File: config.mk
export PLATFORM = sky130hd
export DESIGN_NAME = spare_col_ctrl
export DESIGN_NICKNAME = d
export VERILOG_FILES = /design/src/rtl/spare_col_pkg.sv /design/src/rtl/spare_cfg_reg.sv /design/src/rtl/spare_wr_path.sv /design/src/rtl/spare_rd_path.sv /design/src/rtl/spare_err_hold.sv /design/src/rtl/spare_col_ctrl.sv
export SDC_FILE = /design/constraint.sdc
export NUM_CORES = 1
export LEC_CHECK = 0
export BUFFER_PORTS_ARGS = -buffer_cell sky130_fd_sc_hd__buf_2
export CELL_PAD_IN_SITES_DETAIL_PLACEMENT = 1
export CELL_PAD_IN_SITES_GLOBAL_PLACEMENT = 2
export CORE_MARGIN = 2
export CORE_UTILIZATION = 33
export DETAILED_ROUTE_END_ITERATION = 7
export PLACE_DENSITY_LB_ADDON = 0.1
export SYNTH_ARGS = -nofsm -noshare
export SYNTH_HDL_FRONTEND = slang
export SYNTH_SLANG_ARGS = --single-unit
File: constraint.sdc
create_clock -name clk -period 4.6 [get_ports clk]
set_input_delay 0.46 -clock clk [delete_from_list [all_inputs] [get_ports clk]]
set_output_delay 0.46 -clock clk [all_outputs]
set_load 0.02 [all_outputs]
File: src/rtl/spare_col_pkg.sv
// Shared definitions for the spare-column controller.
// Assumes parity is always computed over logical (post-substitution) data.
package spare_col_pkg;

    typedef enum logic {
        PAR_ODD  = 1'b0,
        PAR_EVEN = 1'b1
    } par_mode_e;

    // Return the parity bit that, together with data whose XOR is red_xor,
    // gives the requested parity sense.
    function automatic logic parity_bit(input logic red_xor, input par_mode_e mode);
        return (mode == PAR_ODD) ? ~red_xor : red_xor;
    endfunction

endpackage

File: src/rtl/spare_cfg_reg.sv
// Configuration register for the spare column: {enable, column}.
// A new value is applied only in a cycle where busy_i is low; while busy,
// writes go to a pending slot where the last write wins.
module spare_cfg_reg #(
    parameter int DATA_W = 16,
    parameter int SEL_W  = $clog2(DATA_W)
) (
    input  logic             clk,
    input  logic             rst_n,
    input  logic             cfg_we_i,
    input  logic [SEL_W:0]   cfg_wdata_i,
    input  logic             busy_i,
    output logic [SEL_W:0]   cfg_q_o,
    output logic             use_spare_o,
    output logic [SEL_W-1:0] sel_o
);

    logic [SEL_W:0] act_q;
    logic [SEL_W:0] pend_q;
    logic           pend_v_q;

    // Hold pending writes while busy, apply on the first idle cycle.
    always_ff @(posedge clk) begin
        if (!rst_n) begin
            act_q    <= '0;
            pend_q   <= '0;
            pend_v_q <= 1'b0;
        end else if (!busy_i) begin
            if (cfg_we_i) begin
                act_q <= cfg_wdata_i;
            end else if (pend_v_q) begin
                act_q <= pend_q;
            end
            pend_v_q <= 1'b0;
        end else if (cfg_we_i) begin
            pend_q   <= cfg_wdata_i;
            pend_v_q <= 1'b1;
        end
    end

    assign cfg_q_o = act_q;
    assign sel_o   = act_q[SEL_W-1:0];

    // Column numbers past DATA_W exist only for non power-of-two widths.
    generate
        if ((1 << SEL_W) > DATA_W) begin : g_range_guard
            localparam logic [SEL_W:0] LIMIT = DATA_W[SEL_W:0];
            assign use_spare_o = act_q[SEL_W] && ({1'b0, act_q[SEL_W-1:0]} < LIMIT);
        end else begin : g_full_range
            assign use_spare_o = act_q[SEL_W];
        end
    endgenerate

    // the active value moves only after an idle cycle
    p_cfg_idle_r9: assert property (@(posedge clk) disable iff (!rst_n)
        !$stable(cfg_q_o) |-> $past(!busy_i));

    // a pending value is applied on the next idle cycle without a new write
    p_pend_apply_r10: assert property (@(posedge clk) disable iff (!rst_n)
        pend_v_q && !busy_i && !cfg_we_i |=> cfg_q_o == $past(pend_q));

endmodule

File: src/rtl/spare_wr_path.sv
// Issue path: registers each request onto the memory side and builds the
// stored word {spare copy, parity, data} for writes.
// Assumes at most one request per cycle and a memory that accepts every cycle.
module spare_wr_path
    import spare_col_pkg::*;
#(
    parameter int DATA_W = 16,
    parameter int ADDR_W = 10,
    parameter int SEL_W  = $clog2(DATA_W)
) (
    input  logic              clk,
    input  logic              rst_n,
    input  logic              req_valid_i,
    input  logic              req_write_i,
    input  logic [ADDR_W-1:0] req_addr_i,
    input  logic [DATA_W-1:0] req_wdata_i,
    input  logic              par_test_i,
    input  logic              use_spare_i,
    input  logic [SEL_W-1:0]  sel_i,
    output logic              mem_en_o,
    output logic              mem_we_o,
    output logic [ADDR_W-1:0] mem_addr_o,
    output logic [DATA_W+1:0] mem_wword_o
);

    par_mode_e         mode;
    logic              spare_bit;
    logic              par;
    logic [DATA_W+1:0] word;

    // Build the stored word from the logical write data.
    always_comb begin
        mode      = par_test_i ? PAR_EVEN : PAR_ODD;
        spare_bit = use_spare_i ? req_wdata_i[sel_i] : 1'b0;
        par       = parity_bit(^req_wdata_i, mode);
        word      = {spare_bit, par, req_wdata_i};
    end

    // Register the request onto the memory side.
    always_ff @(posedge clk) begin
        if (!rst_n) begin
            mem_en_o    <= 1'b0;
            mem_we_o    <= 1'b0;
            mem_addr_o  <= '0;
            mem_wword_o <= '0;
        end else begin
            mem_en_o    <= req_valid_i;
            mem_we_o    <= req_valid_i && req_write_i;
            mem_addr_o  <= req_addr_i;
            mem_wword_o <= word;
        end
    end

    // stored parity sense follows the test input of the issuing cycle
    p_parity_sense_r4: assert property (@(posedge clk) disable iff (!rst_n)
        mem_en_o && mem_we_o |-> (^mem_wword_o[DATA_W:0]) == !$past(par_test_i));

    // no write strobe without an access strobe
    p_we_in_access_r2: assert property (@(posedge clk) disable iff (!rst_n)
        mem_we_o |-> mem_en_o);

endmodule

File: src/rtl/spare_rd_path.sv
// Return path: tracks reads in flight through a RD_LAT-deep tag pipeline,
// rebuilds logical data from the returned word and checks parity.
// Assumes the memory presents the word exactly RD_LAT cycles after mem_en.
module spare_rd_path #(
    parameter int DATA_W = 16,
    parameter int ADDR_W = 10,
    parameter int SEL_W  = $clog2(DATA_W),
    parameter int RD_LAT = 2
) (
    input  logic              clk,
    input  logic              rst_n,
    input  logic              req_valid_i,
    input  logic              req_write_i,
    input  logic [ADDR_W-1:0] req_addr_i,
    input  logic              use_spare_i,
    input  logic [SEL_W-1:0]  sel_i,
    input  logic [DATA_W+1:0] mem_rword_i,
    output logic              rd_valid_o,
    output logic [DATA_W-1:0] rd_data_o,
    output logic              par_err_o,
    output logic              err_strobe_o,
    output logic [ADDR_W-1:0] err_at_o,
    output logic              busy_o
);

    localparam int DEPTH = RD_LAT + 1;
    localparam int LAST  = DEPTH - 1;
    localparam int SPARE = DATA_W + 1;
    localparam int PARB  = DATA_W;

    logic [DEPTH-1:0]             v_q;
    logic [DEPTH-1:0][ADDR_W-1:0] a_q;
    logic [DATA_W-1:0]            fixed;
    logic                         bad;

    // Shift read tags along with the memory latency.
    always_ff @(posedge clk) begin
        if (!rst_n) begin
            v_q <= '0;
            a_q <= '0;
        end else begin
            v_q[0] <= req_valid_i && !req_write_i;
            a_q[0] <= req_addr_i;
            for (int k = 1; k < DEPTH; k++) begin
                v_q[k] <= v_q[k-1];
                a_q[k] <= a_q[k-1];
            end
        end
    end

    // Put the spare bit back in its column and check odd parity.
    always_comb begin
        fixed = mem_rword_i[DATA_W-1:0];
        if (use_spare_i) begin
            fixed[sel_i] = mem_rword_i[SPARE];
        end
        bad = ~^{fixed, mem_rword_i[PARB]};
    end

    assign err_strobe_o = v_q[LAST] && bad;
    assign err_at_o     = a_q[LAST];
    assign busy_o       = |v_q;

    // Register the read result and its error pulse.
    always_ff @(posedge clk) begin
        if (!rst_n) begin
            rd_valid_o <= 1'b0;
            rd_data_o  <= '0;
            par_err_o  <= 1'b0;
        end else begin
            rd_valid_o <= v_q[LAST];
            par_err_o  <= err_strobe_o;
            if (v_q[LAST]) begin
                rd_data_o <= fixed;
            end
        end
    end

    // an error pulse only comes with returned data
    p_err_with_data_r7: assert property (@(posedge clk) disable iff (!rst_n)
        par_err_o |-> rd_valid_o);

    // with the spare disabled, returned data passes unchanged
    p_plain_read_r5: assert property (@(posedge clk) disable iff (!rst_n)
        v_q[LAST] && !use_spare_i |=> rd_data_o == $past(mem_rword_i[DATA_W-1:0]));

endmodule

File: src/rtl/spare_err_hold.sv
// Holds the address of the first parity error until cleared.
// An error in the same cycle as a clear is captured as the new first error.
module spare_err_hold #(
    parameter int ADDR_W = 10
) (
    input  logic              clk,
    input  logic              rst_n,
    input  logic              strobe_i,
    input  logic [ADDR_W-1:0] addr_i,
    input  logic              clr_i,
    output logic              held_o,
    output logic [ADDR_W-1:0] addr_o
);

    // Capture the first error, release on clear.
    always_ff @(posedge clk) begin
        if (!rst_n) begin
            held_o <= 1'b0;
            addr_o <= '0;
        end else if (strobe_i && (!held_o || clr_i)) begin
            held_o <= 1'b1;
            addr_o <= addr_i;
        end else if (clr_i) begin
            held_o <= 1'b0;
        end
    end

    // a held address survives later errors until cleared
    p_hold_keep_r8: assert property (@(posedge clk) disable iff (!rst_n)
        held_o && !clr_i |=> held_o && $stable(addr_o));

    // clear without a new error releases the hold
    p_hold_clear_r8: assert property (@(posedge clk) disable iff (!rst_n)
        clr_i && !strobe_i |=> !held_o);

endmodule

File: src/rtl/spare_col_ctrl.sv
// Top: spare-column substitution controller for one memory module.
// Wires the configuration register, issue path, return path and error hold.
// Assumes one request per cycle and a fixed memory read latency RD_LAT >= 1.
module spare_col_ctrl #(
    parameter int DATA_W = 16,
    parameter int ADDR_W = 10,
    parameter int RD_LAT = 2
) (
    input  logic                     clk,
    input  logic                     rst_n,
    input  logic                     cfg_we,
    input  logic [$clog2(DATA_W):0]  cfg_wdata,
    output logic [$clog2(DATA_W):0]  cfg_q,
    input  logic                     par_test,
    input  logic                     req_valid,
    input  logic                     req_write,
    input  logic [ADDR_W-1:0]        req_addr,
    input  logic [DATA_W-1:0]        req_wdata,
    output logic                     mem_en,
    output logic                     mem_we,
    output logic [ADDR_W-1:0]        mem_addr,
    output logic [DATA_W+1:0]        mem_wword,
    input  logic [DATA_W+1:0]        mem_rword,
    output logic                     rd_valid,
    output logic [DATA_W-1:0]        rd_data,
    output logic                     par_err,
    input  logic                     err_clr,
    output logic                     err_held,
    output logic [ADDR_W-1:0]        err_addr
);

    localparam int SEL_W = $clog2(DATA_W);

    logic             use_spare;
    logic [SEL_W-1:0] sel;
    logic             rd_busy;
    logic             busy;
    logic             err_strobe;
    logic [ADDR_W-1:0] err_at;
    logic [DATA_W-1:0] wdata_field;

    // Port is busy with a new request, an issue in progress or reads in flight.
    assign busy = req_valid || mem_en || rd_busy;

    spare_cfg_reg #(.DATA_W(DATA_W), .SEL_W(SEL_W)) u_cfg (
        .clk         (clk),
        .rst_n       (rst_n),
        .cfg_we_i    (cfg_we),
        .cfg_wdata_i (cfg_wdata),
        .busy_i      (busy),
        .cfg_q_o     (cfg_q),
        .use_spare_o (use_spare),
        .sel_o       (sel)
    );

    spare_wr_path #(.DATA_W(DATA_W), .ADDR_W(ADDR_W), .SEL_W(SEL_W)) u_wr (
        .clk         (clk),
        .rst_n       (rst_n),
        .req_valid_i (req_valid),
        .req_write_i (req_write),
        .req_addr_i  (req_addr),
        .req_wdata_i (req_wdata),
        .par_test_i  (par_test),
        .use_spare_i (use_spare),
        .sel_i       (sel),
        .mem_en_o    (mem_en),
        .mem_we_o    (mem_we),
        .mem_addr_o  (mem_addr),
        .mem_wword_o (mem_wword)
    );

    spare_rd_path #(.DATA_W(DATA_W), .ADDR_W(ADDR_W), .SEL_W(SEL_W), .RD_LAT(RD_LAT)) u_rd (
        .clk          (clk),
        .rst_n        (rst_n),
        .req_valid_i  (req_valid),
        .req_write_i  (req_write),
        .req_addr_i   (req_addr),
        .use_spare_i  (use_spare),
        .sel_i        (sel),
        .mem_rword_i  (mem_rword),
        .rd_valid_o   (rd_valid),
        .rd_data_o    (rd_data),
        .par_err_o    (par_err),
        .err_strobe_o (err_strobe),
        .err_at_o     (err_at),
        .busy_o       (rd_busy)
    );

    spare_err_hold #(.ADDR_W(ADDR_W)) u_err (
        .clk      (clk),
        .rst_n    (rst_n),
        .strobe_i (err_strobe),
        .addr_i   (err_at),
        .clr_i    (err_clr),
        .held_o   (err_held),
        .addr_o   (err_addr)
    );

    assign wdata_field = mem_wword[DATA_W-1:0];

    // an enabled spare column carries a copy of the selected data bit
    p_spare_copy_r3: assert property (@(posedge clk) disable iff (!rst_n)
        mem_en && mem_we && use_spare |-> mem_wword[DATA_W+1] == wdata_field[sel]);

    // a disabled spare column is written as zero
    p_spare_zero_r3: assert property (@(posedge clk) disable iff (!rst_n)
        mem_en && mem_we && !use_spare |-> !mem_wword[DATA_W+1]);

endmodule

; ---- After elaboration in Yosys (flattened, before gate mapping)
; Index checks and enable logic that the tools add are counted.
[totals]
reg_bits = 93
input_bits = 56
output_inout_bits = 64
word_cells = 51
[classes]
n_lt_le_gt_ge = 2
mux = 12
n_bitwise = 2
n_reduce_logical = 19
[ops]
columns = cell, n
row1 = $reduce_xnor 17->1, 1
row2 = $bwmux 16, 1
row3 = $mux 16, 1
row4 = $reduce_xor 16->1, 1
row5 = $mux 5, 2
row6 = $reduce_and 2->1, 4
row7 = $mux 1, 6
row8 = $logic_and 1x1->1, 5
row9 = $lt 4x5->1 const B, 1
row10 = $bmux 1 s4, 1
row11 = $demux 1 s4, 1
row12 = $ge 4x1->1 const B, 1
row13 = $reduce_bool 2->1, 2
row14 = $logic_or 1x1->1, 3
row15 = $reduce_or 3->1, 1
row16 = $logic_not 1->1, 2
row17 = $not 1->1, 2

; ---- Logic depth before layout (Yosys ltp)
[depth]
word_depth = 10
depth_mapped = 11
mapped_depth_nobuf = 9

; ---- Modules after synthesis
; Synthesis repeated with hierarchy kept, for this count alone.
[unflattened]
hier_cells = 421
area_unflattened_um2 = 4369.2
[by_module_without_submodules]
columns = mod, instances, cells_per_inst, area_per_inst_um2, seq_area_each_um2
row1 = spare_rd_path, 1, 236, 2342.2, 1021.0
row2 = spare_wr_path, 1, 83, 1082.3, 600.6
row3 = spare_cfg_reg, 1, 54, 491.7, 220.2
row4 = spare_err_hold, 1, 47, 446.7, 220.2
row5 = spare_col_ctrl, 1, 1, 6.3, 0.0

; ---- Worst setup path after synthesis
; Ideal clock, no wire load.
[synth_path]
path_type = reg2reg
startpoint = register u_cfg.act_q[3] (netlist: u_cfg.cfg_q_o[3])
endpoint = register u_err.addr_o[5]
setup_time_ns = 0.071
arrival_ns = 2.458
t_required_ns = 4.529
slack_ns = 2.071
stages_incl_launch_ff = 12
synth_period_minus_slack_ns = 2.529
cell_sequence = dfxtp_1 buf_4 nand3b_4 nor2_1 mux2i_1 xnor2_1 xnor2_1 xnor3_2 xor2_1 buf_6 o21ai_1 a21oi_1
[synth_between]
elab_chain_cells = 9
[synth_rtl]
columns = item, line_no
row1 = start: declaration, spare_cfg_reg.sv:18  ; logic [SEL_W:0] act_q;
row2 = start signal: assignment, spare_cfg_reg.sv:30  ; act_q <= cfg_wdata_i;
row3 = start signal: assignment, spare_cfg_reg.sv:32  ; act_q <= pend_q;
row4 = $lt 4x5->1 (implied by the code) or $ge 4x1->1 (tied branches), spare_rd_path.sv:55  ; fixed[sel_i] = mem_rword_i[SPARE];
row5 = $logic_and 1x1->1 (implied by the code), spare_rd_path.sv:55
row6 = $mux 1 (implied by the code), spare_rd_path.sv:55
row7 = $demux 1 s4 (*), -
row8 = $bwmux 16 (*), spare_rd_path.sv:55
row9 = $mux 16 (*), spare_rd_path.sv:54  ; if (use_spare_i) begin
row10 = $reduce_xnor 17->1 (*), spare_rd_path.sv:57  ; bad = ~^{fixed, mem_rword_i[PARB]};
row11 = $logic_and 1x1->1 (*), spare_rd_path.sv:60  ; assign err_strobe_o = v_q[LAST] && bad;
row12 = $logic_and 1x1->1 (*), spare_err_hold.sv:20  ; end else if (strobe_i && (!held_o || clr_i)) begin
row13 = end signal: assignment, spare_err_hold.sv:22  ; addr_o <= addr_i;
row14 = end: declaration, spare_err_hold.sv:12  ; output logic [ADDR_W-1:0] addr_o
; Every way passes the cells marked *; elsewhere a longest branch is shown, timed or not.
; A chain may end at the register's enable or synchronous reset.

; ---- Final worst setup path
[layout_path]
startpoint = register u_cfg.act_q[0] (netlist: u_cfg.cfg_q_o[0])
endpoint = register u_err.addr_o[9]
; The elaborated chain is that of the path after synthesis.

==> results.cfg <==
[pwr]
p_comb_frac = 0.178
peakVddDrop_uv = 330.0
switchingPower_w = 0.0005540
p_int_w = 0.001438
p_seq_frac = 0.435
power_w = 0.001992
p_leak_nw = 2.121
swShare = 0.2782
cellPowerDensity_mw_per_mm2 = 404.6
pwr-share-clk = 0.387

[clock_network]
h-tree-depth = 3
clock_latency_ns = 0.35
cts-root-buf = clkbuf_16
ctsHoldBuffers = 0
clk_path_buf_depth = 2
post-cts-setup-buffer-count = 0
clock_sink_count = 93
numCtsBuffers = 9
cts_resized = 0
cts_tree = built
path_clk_slew_ns = 0.06

[die]
core_area_mm2 = 0.01196
die_h_um = 114.3
dieArea_mm2 = 0.01307
die_width_um = 114.3
initial_core_util = 0.3358
ios = 120
rows = 40

[timing]
setup_violations = 0
period_minus_slack_ns = 3.519
skew_ns = 0.005275
hold_viol_final = 0
rsz0062_at_grt = false
tns_ns = 0
fmax_mhz = 284.2
drv_slew = 0
period_share = 0.7649
tightest_slew_ns = 0.8747
relSlewSlack = 0.4149

[critical_path]
rr_worst_depth = 9
critPathCapture = u_err.addr_o[9]$_SDFFE_PN0P_
reg2reg_to = u_err.addr_o[9]$_SDFFE_PN0P_
r2r-start = u_cfg.cfg_q_o[0]$_SDFFE_PN0P_
crit_type = reg2reg
worstPathRequired_ns = 4.88
arrival_ns = 3.80
endpoint_kind = register
crit_start = u_cfg.cfg_q_o[0]$_SDFFE_PN0P_
startpoint_type = register
cp_max_fo = 15
ff2ff_setup_slack_ns = 1.08

[global_route]
grt_overflow_total = 0
antenna_found_initial = 1
grt_max_degree = 54
grt.total_usage = 0.1626
grt_pass1_vias = 3210
grt_pass1_wl_mm = 16.23

[yosys]
synth-simple-area-share = 0.2059
ys_seq_elements = 93
synthCells = 413
synth_area_per_cell_um2 = 9.725
async_reset_ff_frac = 0
synth_edf_count = 0
synth_compound_area_frac = 0.1171
synth_ff_type = dfxtp_1
syn_area_mm2 = 0.004016
synth_top_area_cell = dfxtp_1
ys_seq_area_frac = 0.4636
synth_top_family_by_area = simple AND/OR/NAND/NOR gates
synthMuxAreaShare = 0.07290
syn_nets = 469
yosysWarnings = 0
synth_xor_area_frac = 0.08442
synth.top_cell.area_share = 0.4636
synthAdderAreaFrac = 0
synth.area.top_cells = dfxtp_1 (46%), and2_1 (7.8%), xnor2_1 (5.7%)
ys_types = 50

[hold_path]
hold_class = in2reg

[route]
drtIter0Drc = 72
wl_met1_mm = 4.701
wl_met2_mm = 5.142
viasPerCell = 4.828
drc = 0
vias = 3196
highest_layer = met4
routed_wl_mm = 10.47
dr_wl_met3_um = 510
dr.pass1.iters = 4
wire_per_inst_um = 15.82
final_antenna_net_count = 0

[placed_design]
dp_hpwl_mm = 7.680
place_inst = 646
gp_congestion = 0.7405
numPortBuffers = 119
dpl-instance-area_mm2 = 0.004612

[cells_and_area]
layout_common_cells = buf_2 (119), dfxtp_1 (93), and2_1 (50)
drive_above_1_share = 0.2996
nNetsFinal = 566
layout_commonest_cell = buf_2
finalNonFillerCells = 662
final_core_util = 0.4115
area_growth_pct = 22.55
postLayoutCellArea_mm2 = 0.004922

[outcome]
status = finished clean

[run]
max_cap_viol_count = 0
## registers in the layout (all words and copies together), names as in the netlist
name	flops
u_wr.mem_we_o	1
u_rd.a_q	10
u_wr.mem_en_o	1
u_cfg.pend_q	5
u_err.held_o	1
u_rd.err_at_o	10
u_rd.rd_valid_o	1
u_rd.v_q	3
u_wr.mem_wword_o	18
u_wr.mem_addr_o	10
u_rd.par_err_o	1
u_cfg.cfg_q_o	5
u_cfg.pend_v_q	1
u_rd.rd_data_o	16
u_err.addr_o	10
## worst min-delay path by stage
stage,from,endpoint,slack (ns),depth (start not counted)
floorplan,u_rd.a_q[10]$_SDFF_PN0_,u_rd.err_at_o[0]$_SDFF_PN0_,0.41,1
CTS,req_write,u_rd.v_q[0]$_SDFF_PN0_,0.26,2
finish,req_write,u_rd.v_q[0]$_SDFF_PN0_,0.28,2
global route,req_write,u_rd.v_q[0]$_SDFF_PN0_,0.28,2
detailed placement,u_rd.a_q[15]$_SDFF_PN0_,u_rd.err_at_o[5]$_SDFF_PN0_,0.42,1
global placement,u_rd.a_q[11]$_SDFF_PN0_,u_rd.err_at_o[1]$_SDFF_PN0_,0.42,1
## per-stage QoR
stage	hold slack, ns	setup WS [ns]
CTS	0.2598	0.9540
global route	0.2763	0.6434
floorplan	0.4119	2.071
global placement	0.4151	1.178
finish	0.2770	1.081
detailed placement	0.4203	0.9922
## cells in the mapped netlist, types with 2 or more instances
cell type and instances:
dfxtp_1 93, xor2_1 5, nor2_1 37, o211ai_1 4
a21oi_1 14, buf_1 3, nand2b_1 4, clkbuf_1 14
and2_1 50, xnor2_1 26, buf_4 14, a311oi_1 8
mux4_2 5, nand3_1 19, mux2i_1 18, and3_1 5
nor3_1 5, nand2_1 17, inv_1 5, o21ai_0 9
o21ai_1 12, buf_6 2, buf_2 3, a211oi_1 13
o22ai_1 2, nor4_1 2
## routing by layer
layer	global-route usage	up-vias
met4	0.04878	0
met2	0.2778	67
met1	0.1959	1514
li1	-	1605
met5	0	-
met3	0.05135	10
## kinds of logic after synthesis
| logic type | after synthesis |
|---|---|
| AND/OR/NAND/NOR | 151 |
| XOR/XNOR | 34 |
| multiplexers | 23 |
| flip-flops | 93 |
| AO/OA/AOI/OAI | 71 |
| buffers and inverters | 41 |
## final cells by class
| type | instances | area (um2) |
|---|---|---|
| Antenna cell | 1 | 2.502 |
| Clock buffer | 11 | 252.7 |
| Clock inverter | 4 | 55.05 |
| Fill cell | 1386 | 7039 |
| Inverter | 5 | 18.77 |
| Multi-Input combinational cell | 279 | 1929 |
| Sequential cell | 93 | 1862 |
| Tap cell | 147 | 183.9 |
| Timing Repair Buffer | 122 | 618.1 |
## power by group through the flow
| stage | combinational (W) | sequential (W) | clock, W |
|---|---|---|---|
| after floorplan | 0.000264 | 0.000894 | 0 |
| after global placement | 0.000359 | 0.000883 | 0 |
| after detailed placement | 0.000362 | 0.000885 | 0 |
| after CTS | 0.000365 | 0.000867 | 0.000798 |
| after global routing | 0.000391 | 0.000870 | 0.000821 |
| final | 0.000355 | 0.000866 | 0.000770 |
## critical path, stage by stage, from the launching register on
cell	delay, ns
dfxtp_1	0.81
nand2_1	0.31
nor2_1	0.21
mux2i_1	0.28
xnor2_1	0.17
xnor2_1	0.17
xnor3_2	0.43
xor2_1	0.71
o21ai_1	0.17
a21oi_1	0.18
(Power assumes the default switching activity.)
